<file path="src/rtl/pwm_timer_pkg.sv">
package pwm_timer_pkg;
  localparam int NCH       = 5;
  localparam int NPWM      = 4;
  localparam int GRP_A_NCH = 2;
  localparam int SEL_W     = 4;
  localparam int DIVC_W    = (1 << SEL_W) - 1;
  localparam int PSC_ADDR  = 0;
  localparam int DIV_ADDR  = 1;
  localparam int CTL_ADDR  = 2;
  localparam int BUF_BASE  = 3;
  localparam int BUF_STEP  = 3;

  // mask of the low s divider bits; a tick fires when they are all ones
  function automatic logic [DIVC_W-1:0] div_mask(input logic [SEL_W-1:0] sel);
    logic [DIVC_W:0] one;
    one = 1;
    return DIVC_W'((one << sel) - one);
  endfunction

  // base bit of a channel's field in the control word
  function automatic int ctl_pos(input int n);
    return (n < NPWM) ? 4 * n : 16;
  endfunction

  function automatic int reload_pos(input int n);
    return (n < NPWM) ? ctl_pos(n) + 3 : ctl_pos(n) + 2;
  endfunction

  function automatic int cnt_addr(input int n);
    return BUF_BASE + BUF_STEP * n;
  endfunction

  function automatic int cmp_addr(input int n);
    return BUF_BASE + BUF_STEP * n + 1;
  endfunction
endpackage

</file>
<file path="src/rtl/pwm_regfile.sv">
module pwm_regfile
  import pwm_timer_pkg::*;
#(
  parameter int ADDR_W = 5,
  parameter int DATA_W = 32,
  parameter int CNT_W  = 16,
  parameter int PSC_W  = 8
) (
  input  logic                          clk,
  input  logic                          rst_n,
  input  logic                          we,
  input  logic [ADDR_W-1:0]             addr,
  input  logic [DATA_W-1:0]             wdata,
  output logic [DATA_W-1:0]             rdata,
  output logic [PSC_W-1:0]              psc_a,
  output logic [PSC_W-1:0]              psc_b,
  output logic [NCH-1:0][SEL_W-1:0]     sel,
  output logic [NCH-1:0]                start,
  output logic [NCH-1:0]                update,
  output logic [NCH-1:0]                invert,
  output logic [NCH-1:0]                reload,
  output logic [NCH-1:0][CNT_W-1:0]     cbuf,
  output logic [NCH-1:0][CNT_W-1:0]     mbuf
);
  logic [DATA_W-1:0]          psc_q, div_q, ctl_q;
  logic [NCH-1:0][CNT_W-1:0]  cbuf_q, mbuf_q;

  always_ff @(posedge clk or negedge rst_n) begin
    if (!rst_n) begin
      psc_q  <= '0;
      div_q  <= '0;
      ctl_q  <= '0;
      cbuf_q <= '0;
      mbuf_q <= '0;
    end else if (we) begin
      if (addr == ADDR_W'(PSC_ADDR)) psc_q <= wdata;
      if (addr == ADDR_W'(DIV_ADDR)) div_q <= wdata;
      if (addr == ADDR_W'(CTL_ADDR)) ctl_q <= wdata;
      for (int n = 0; n < NCH; n++) begin
        if (addr == ADDR_W'(cnt_addr(n))) cbuf_q[n] <= wdata[CNT_W-1:0];
        if (n < NPWM && addr == ADDR_W'(cmp_addr(n))) mbuf_q[n] <= wdata[CNT_W-1:0];
      end
    end
  end

  always_comb begin
    rdata = '0;
    if (addr == ADDR_W'(PSC_ADDR)) rdata = psc_q;
    if (addr == ADDR_W'(DIV_ADDR)) rdata = div_q;
    if (addr == ADDR_W'(CTL_ADDR)) rdata = ctl_q;
    for (int n = 0; n < NCH; n++) begin
      if (addr == ADDR_W'(cnt_addr(n))) rdata = DATA_W'(cbuf_q[n]);
      if (n < NPWM && addr == ADDR_W'(cmp_addr(n))) rdata = DATA_W'(mbuf_q[n]);
    end
  end

  always_comb begin
    for (int n = 0; n < NCH; n++) begin
      sel[n]    = div_q[n*SEL_W +: SEL_W];
      start[n]  = ctl_q[ctl_pos(n)];
      update[n] = ctl_q[ctl_pos(n) + 1];
      invert[n] = (n < NPWM) ? ctl_q[ctl_pos(n) + 2] : 1'b0;
      reload[n] = ctl_q[reload_pos(n)];
    end
  end

  assign psc_a = psc_q[PSC_W-1:0];
  assign psc_b = psc_q[2*PSC_W-1:PSC_W];
  assign cbuf  = cbuf_q;
  assign mbuf  = mbuf_q;
endmodule

</file>
<file path="src/rtl/pwm_prescaler.sv">
module pwm_prescaler #(
  parameter int PSC_W = 8
) (
  input  logic             clk,
  input  logic             rst_n,
  input  logic             active,
  input  logic [PSC_W-1:0] psc,
  output logic             tick
);
  logic [PSC_W-1:0] pc_q;

  assign tick = active && (pc_q >= psc);

  always_ff @(posedge clk or negedge rst_n) begin
    if (!rst_n)           pc_q <= '0;
    else if (!active)     pc_q <= '0;
    else if (tick)        pc_q <= '0;
    else                  pc_q <= pc_q + 1'b1;
  end
endmodule

</file>
<file path="src/rtl/pwm_channel.sv">
module pwm_channel
  import pwm_timer_pkg::*;
#(
  parameter int CNT_W   = 16,
  parameter bit HAS_OUT = 1'b1
) (
  input  logic             clk,
  input  logic             rst_n,
  input  logic             psc_tick,
  input  logic [SEL_W-1:0] sel,
  input  logic             start,
  input  logic             update,
  input  logic             reload,
  input  logic             invert,
  input  logic [CNT_W-1:0] cbuf,
  input  logic [CNT_W-1:0] mbuf,
  output logic             ch_tick,
  output logic [CNT_W-1:0] cnt_q,
  output logic             expire,
  output logic             pin
);
  logic [DIVC_W-1:0] dcnt_q;
  logic [CNT_W-1:0]  cmp_q;
  logic              active;

  assign ch_tick = start && psc_tick && ((dcnt_q & div_mask(sel)) == div_mask(sel));

  always_ff @(posedge clk or negedge rst_n) begin
    if (!rst_n)        dcnt_q <= '0;
    else if (!start)   dcnt_q <= '0;
    else if (psc_tick) dcnt_q <= dcnt_q + 1'b1;
  end

  always_ff @(posedge clk or negedge rst_n) begin
    if (!rst_n) begin
      cnt_q  <= '0;
      cmp_q  <= '0;
      expire <= 1'b0;
    end else begin
      expire <= 1'b0;
      if (update) begin
        cnt_q <= cbuf;
        cmp_q <= mbuf;
      end else if (ch_tick) begin
        if (cnt_q == '0) begin
          if (reload) begin
            cnt_q  <= cbuf;
            cmp_q  <= mbuf;
            expire <= 1'b1;
          end
        end else begin
          cnt_q <= cnt_q - 1'b1;
        end
      end
    end
  end

  assign active = start && (cnt_q > cmp_q);

  generate
    if (HAS_OUT) begin : g_pin
      assign pin = active ^ invert;
    end else begin : g_nopin
      assign pin = 1'b0;
    end
  endgenerate
endmodule

</file>
<file path="src/rtl/pwm_timer_top.sv">
module pwm_timer_top
  import pwm_timer_pkg::*;
#(
  parameter int ADDR_W = 5,
  parameter int DATA_W = 32,
  parameter int CNT_W  = 16,
  parameter int PSC_W  = 8
) (
  input  logic              clk,
  input  logic              rst_n,
  input  logic              bus_we,
  input  logic [ADDR_W-1:0] bus_addr,
  input  logic [DATA_W-1:0] bus_wdata,
  output logic [DATA_W-1:0] bus_rdata,
  output logic [NPWM-1:0]   pwm_pin,
  output logic [NCH-1:0]    expire
);
  logic [PSC_W-1:0]           psc_a, psc_b;
  logic [NCH-1:0][SEL_W-1:0]  ch_sel;
  logic [NCH-1:0]             ch_start, ch_update, ch_invert, ch_reload;
  logic [NCH-1:0][CNT_W-1:0]  cnt_buf, cmp_buf, live_cnt;
  logic [NCH-1:0]             ch_tick, pin_all;
  logic [1:0]                 grp_active, grp_tick;

  pwm_regfile #(.ADDR_W(ADDR_W), .DATA_W(DATA_W), .CNT_W(CNT_W), .PSC_W(PSC_W)) u_regs (
    .clk(clk), .rst_n(rst_n), .we(bus_we), .addr(bus_addr), .wdata(bus_wdata),
    .rdata(bus_rdata), .psc_a(psc_a), .psc_b(psc_b), .sel(ch_sel),
    .start(ch_start), .update(ch_update), .invert(ch_invert), .reload(ch_reload),
    .cbuf(cnt_buf), .mbuf(cmp_buf)
  );

  assign grp_active[0] = |ch_start[GRP_A_NCH-1:0];
  assign grp_active[1] = |ch_start[NCH-1:GRP_A_NCH];

  generate
    for (genvar g = 0; g < 2; g++) begin : g_psc
      pwm_prescaler #(.PSC_W(PSC_W)) u_psc (
        .clk(clk), .rst_n(rst_n), .active(grp_active[g]),
        .psc((g == 0) ? psc_a : psc_b), .tick(grp_tick[g])
      );
    end
    for (genvar n = 0; n < NCH; n++) begin : g_ch
      pwm_channel #(.CNT_W(CNT_W), .HAS_OUT(n < NPWM)) u_ch (
        .clk(clk), .rst_n(rst_n),
        .psc_tick(grp_tick[(n < GRP_A_NCH) ? 0 : 1]), .sel(ch_sel[n]),
        .start(ch_start[n]), .update(ch_update[n]), .reload(ch_reload[n]),
        .invert(ch_invert[n]), .cbuf(cnt_buf[n]), .mbuf(cmp_buf[n]),
        .ch_tick(ch_tick[n]), .cnt_q(live_cnt[n]), .expire(expire[n]), .pin(pin_all[n])
      );
    end
  endgenerate

  assign pwm_pin = pin_all[NPWM-1:0];
endmodule

</file>
<file path="config.mk">
export PLATFORM = sky130hd
export DESIGN_NAME = pwm_timer_top
export DESIGN_NICKNAME = d
export VERILOG_FILES = /design/src/rtl/pwm_timer_pkg.sv /design/src/rtl/pwm_regfile.sv /design/src/rtl/pwm_prescaler.sv /design/src/rtl/pwm_channel.sv /design/src/rtl/pwm_timer_top.sv
export SDC_FILE = /design/constraint.sdc
export NUM_CORES = 1
export LEC_CHECK = 0
export BUFFER_PORTS_ARGS = -buffer_cell sky130_fd_sc_hd__buf_2
export CAP_MARGIN = 25
export CORE_ASPECT_RATIO = 0.8
export CORE_MARGIN = 8
export CORE_UTILIZATION = 57
export CTS_CLUSTER_SIZE = 12
export DETAILED_ROUTE_END_ITERATION = 16
export PLACE_DENSITY = 0.77
export RECOVER_POWER = 100
export SLEW_MARGIN = 20
export SYNTH_ARGS = -nofsm -noshare
export SYNTH_HDL_FRONTEND = slang
export SYNTH_SLANG_ARGS = --single-unit
</file>
<file path="constraint.sdc">
create_clock -name clk -period 2.9 [get_ports clk]
set_input_delay 0.145 -clock clk [delete_from_list [all_inputs] [get_ports clk]]
set_output_delay 0.145 -clock clk [all_outputs]
set_load 0.03 [all_outputs]
</file>
==> flow_metrics.py <==
metrics = {
    "timing": {
        "timing.clock.skew_ps": 26.3,
        "report.final.setup_viol": 17,
        "tightest_slew_ps": 1390,
        "post-route-worst-setup-slack_ps": -29.4,
        "timing.final.max_slew_violations": 0,
        "min_period_over_period_pct": 101,
        "max-slew-margin-rel_pct": 7.35,
        "hold-worst-slack_ps": 61.5,
        "timing_hold_violations_final": 0,
        "tns_ps": -229,
        "finalWorstPathRequiredPeriod_ps": 2930,
        "setup_repair_after_global_routing_missed_its_margin": "yes",
        "fmax_mhz": 341,
    },
    "routing": {
        "finalWirelength_mm": 83.7,
        "route.detailed.drc": 0,
        "via_per_instance_ratio": 6.54,
        "number_of_design_rule_violations_left_by_the_first_detailed_router_iteration": 2568,
        "detail_route.wl_per_cell_um": 23.8,
        "firstDrtPassIters": 9,
        "antenna_left": 0,
        "dr_total_vias": 23100,
    },
    "critical_path": {
        "worstSetupStartpointType": "flop",
        "worstPathCellList": "nor3_2 -> nand2_1 -> ha_4 -> nor4bb_2 -> a21oi_1 -> o32ai_2 -> nor4_4 -> buf_4 -> a41oi_4 -> clkbuf_16 -> mux2_2",
        "required_time_at_the_endpoint_of_the_critical_path_ps": 3370,
        "critical_path.top_delay_family": "simple AND/OR/NAND/NOR gates",
        "worstSetupPathType": "reg -> reg",
        "arrival_ps": 3400,
        "critPathCaptureType": "flop",
        "critical_path_peak_fanout": 11,
        "cp_num_buf_inv": 2,
        "critPathSlowestCell": "sky130_fd_sc_hd__dfrtp_1",
        "cp_slowest_stage_delay_ps": 390,
    },
    "placed_design": {
        "dp_slack_ps": -183,
        "dp_hpwl_mm": 59.7,
        "place.port_buffers": 80,
        "finalWeightedCongestion": 0.980,
    },
    "layout": {
        "drive_gt1_share_pct": 23.7,
        "area_growth_syn_to_layout_pct": 14.5,
        "layout.core_utilization_pct": 66.2,
        "fin_nets": 3012,
        "fillerInstances": 3643,
    },
    "clock_tree": {
        "cts-buffers-inserted": 50,
        "cts.sinks": 480,
        "htree_levels": 2,
        "cts_tree": "done",
        "clock_insertion_delay_worst_skew_ps": 610,
        "clock_path_buffers": 3,
        "clk_transition_reported_paths_ps": 60,
        "clk_root_buffer_cell": "sky130_fd_sc_hd__clkbuf_16",
    },
    "pwr": {
        "static_leakage_nw": 14.1,
        "share_seq_of_total_power_pct": 40.7,
        "power.ir.vdd_worst_v": 0.000539,
        "power.clock.fraction_pct": 26.1,
        "cellPowerDensity_nw_per_um2": 774,
        "switching_power_w": 0.00880,
        "p_sw_share_pct": 36.5,
        "p_int_w": 0.0153,
        "power.total_w": 0.0241,
        "combinational_share_of_power_pct": 33.3,
    },
    "floorplanning": {
        "row_count": 71,
        "starting_density_of_the_core_pct": 57.8,
        "die_area_um2": 55100,
        "placeableCoreArea_um2": 47100,
        "fp.dieW_um": 260,
        "die-height_um": 212,
        "io_pins": 81,
    },
    "min_path": {
        "holdCritPathClass": "in -> reg",
    },
    "synth": {
        "netlist_area_um2": 27200,
        "synth_warnings": 0,
        "ys_dominant_reg_cell": "sky130_fd_sc_hd__dfrtp_1",
        "synth-edff-count": 0,
        "yosys.cell_types.count": 103,
        "synthCells": 2715,
        "seq_area_frac_synth_pct": 44.1,
        "synth-seq-cells": 480,
        "postSynthAreaPerCell_um2": 10.0,
        "async_reset_ff_share_pct": 100,
        "mappedNetlistNets": 2857,
    },
    "global_route": {
        "antenna_found_initial": 7,
        "grt_use_total_pct": 29.9,
        "groute.layer.met1.usage_pct": 43.3,
        "largest_net_degree_at_the_start_of_global_routing": 85,
        "grt.overflow.total": 0,
        "grt_first_pass_wirelength_mm": 131,
        "gr-max-usage-layer": "met1",
        "grt.met2_usage_pct": 43.1,
        "grt_util_met3_pct": 7.70,
        "via_count_of_the_first_global_routing_pass": 22700,
    },
    "status": {
        "status": "complete, but fails checks",
        "violations": "setup timing",
    },
    "job": {
        "timing.max_cap.violations": 0,
    },
}
-- synth_stat cells, drive strengths merged, types with 23 or more instances --
library cell  number  area, um^2
a21o              23         173
xor2              30         263
nand4             38         238
a211oi            26         195
nor4              29         203
and3              24         150
buf               62         363
nand2b            35         219
o311ai            26         235
nor2             144         548
nand3             76         380
a21oi             93         469
clkbuf           101         383
o21ai            139         696
ha               102        1280
a22o              23         201
inv              149         559
and2              67         419
dfrtp            480       12000
xnor2             40         350
nor2b             32         200
or3               41         262
nor3              79         417
nand2            212         801
a21boi            23         173
mux2             277        3120
-- metrics by stage --
step	std cells	area, um^2
after global placement	3403	29000
after floorplan	2715	27300
after CTS	3507	30900
after detailed placement	3403	29000
after global routing	3525	31200
final	3526	31200
-- logic make-up after synthesis --
family | synth area share (%)
buffers and inverters | 4.81
adders and majority gates | 4.69
muxes | 12.0
AOI/OAI and AO/OA | 15.8
xor gates and xnor gates | 2.25
DFF | 44.1
and+or+nand+nor | 16.3
-- final timing paths --
check                                 startpoint                     to  slack (ps)  cells after the start
setup / recovery                 u_regs.div_q[2]  g_ch[0].u_ch.cmp_q[4]         -30                     11
hold / removal                      bus_wdata[9]        u_regs.cbuf[25]          60                      2
setup reg to reg                 u_regs.div_q[2]  g_ch[0].u_ch.cmp_q[4]         -30                     11
hold reg to reg            g_ch[0].u_ch.cmp_q[4]  g_ch[0].u_ch.cmp_q[4]         510                      1
max in group asynchronous                  rst_n  g_ch[3].u_ch.cnt_q[1]         400                      3
min in group asynchronous                  rst_n    g_ch[1].u_ch.expire         380                      2
-- layout make-up --
cell class                      count  area (um^2)  area share, %
Multi-Input combinational cell   1922        14300           46.0
Sequential cell                   480        12000           38.5
Timing Repair Buffer              266         1920           6.15
Clock buffer                       71         1420           4.56
Tap cell                          620          776           2.49
Inverter                          150          563           1.81
Clock inverter                     11          133          0.425
Antenna cell                        6         15.0         0.0481
-- worst register-to-register path, delay by kind of cell (launching register included) --
family,cells,cell delay [ps]
adders and majority gates,1,220
buffers and inverters,2,400
muxes,1,330
DFF,1,390
and+or+nand+nor,4,780
AOI/OAI and AO/OA,3,700
-- power by group through the flow --
stage / Sequential (W) / Combinational [W] / Clock [W]
after floorplan: 0.00913 / 0.00528 / 0
after CTS: 0.00969 / 0.00753 / 0.00637
after global routing: 0.00996 / 0.00884 / 0.00662
final: 0.00982 / 0.00803 / 0.00629
after detailed placement: 0.00980 / 0.00730 / 0
after global placement: 0.00973 / 0.00695 / 0
-- placed cells by master, fill, tap and decap left out, types with 31 or more instances in the layout --
cell type | Yosys | final
sky130_fd_sc_hd__dfrtp_1 | 480 | 474
sky130_fd_sc_hd__mux2_2 | 276 | 259
sky130_fd_sc_hd__nand2_1 | 210 | 210
sky130_fd_sc_hd__inv_1 | 148 | 147
sky130_fd_sc_hd__nor2_1 | 143 | 139
sky130_fd_sc_hd__buf_4 | 11 | 130
sky130_fd_sc_hd__o21ai_0 | 128 | 118
sky130_fd_sc_hd__ha_1 | 102 | 98
sky130_fd_sc_hd__a21oi_1 | 92 | 89
sky130_fd_sc_hd__nand3_1 | 76 | 74
sky130_fd_sc_hd__nor3_1 | 76 | 71
sky130_fd_sc_hd__and2_1 | 65 | 56
sky130_fd_sc_hd__clkbuf_16 | 0 | 54
sky130_fd_sc_hd__buf_2 | 35 | 54
sky130_fd_sc_hd__xnor2_1 | 40 | 39
sky130_fd_sc_hd__or3_1 | 40 | 39
sky130_fd_sc_hd__nand4_1 | 38 | 38
sky130_fd_sc_hd__nand2b_1 | 35 | 35
sky130_fd_sc_hd__nor2b_1 | 32 | 31
-- sequential cells by signal, summed over array words and instances, names as in the netlist --
signal	cells
g_psc.u_psc.pc_q	16
u_regs.ctl_q	32
g_ch.u_ch.cnt_q	80
u_regs.div_q	32
g_ch.u_ch.cmp_q	64
u_regs.cbuf	80
g_ch.u_ch.dcnt_q	75
u_regs.psc_q	32
g_ch.u_ch.expire	5
u_regs.mbuf	64
-- repair_timing --
item                                   CTS  global route
gates cloned                             0             5
hold buffers                            17             0
pin swaps                                9            29
setup endpoints to repair               83           114
endpoints found under the hold margin  516             0
resized for setup                       26            95
buffers inserted                         5             8
-- metal layers --
layer  up-vias  share of wire [%]  wire [um]
li1      10200                  -          -
met1     11400                 43      36100
met2      1166                 43      36000
met3       210                 10       8660
met4         2                3.6       3040
met5         -              0.011          9
Power figures use the tool's default switching activity.
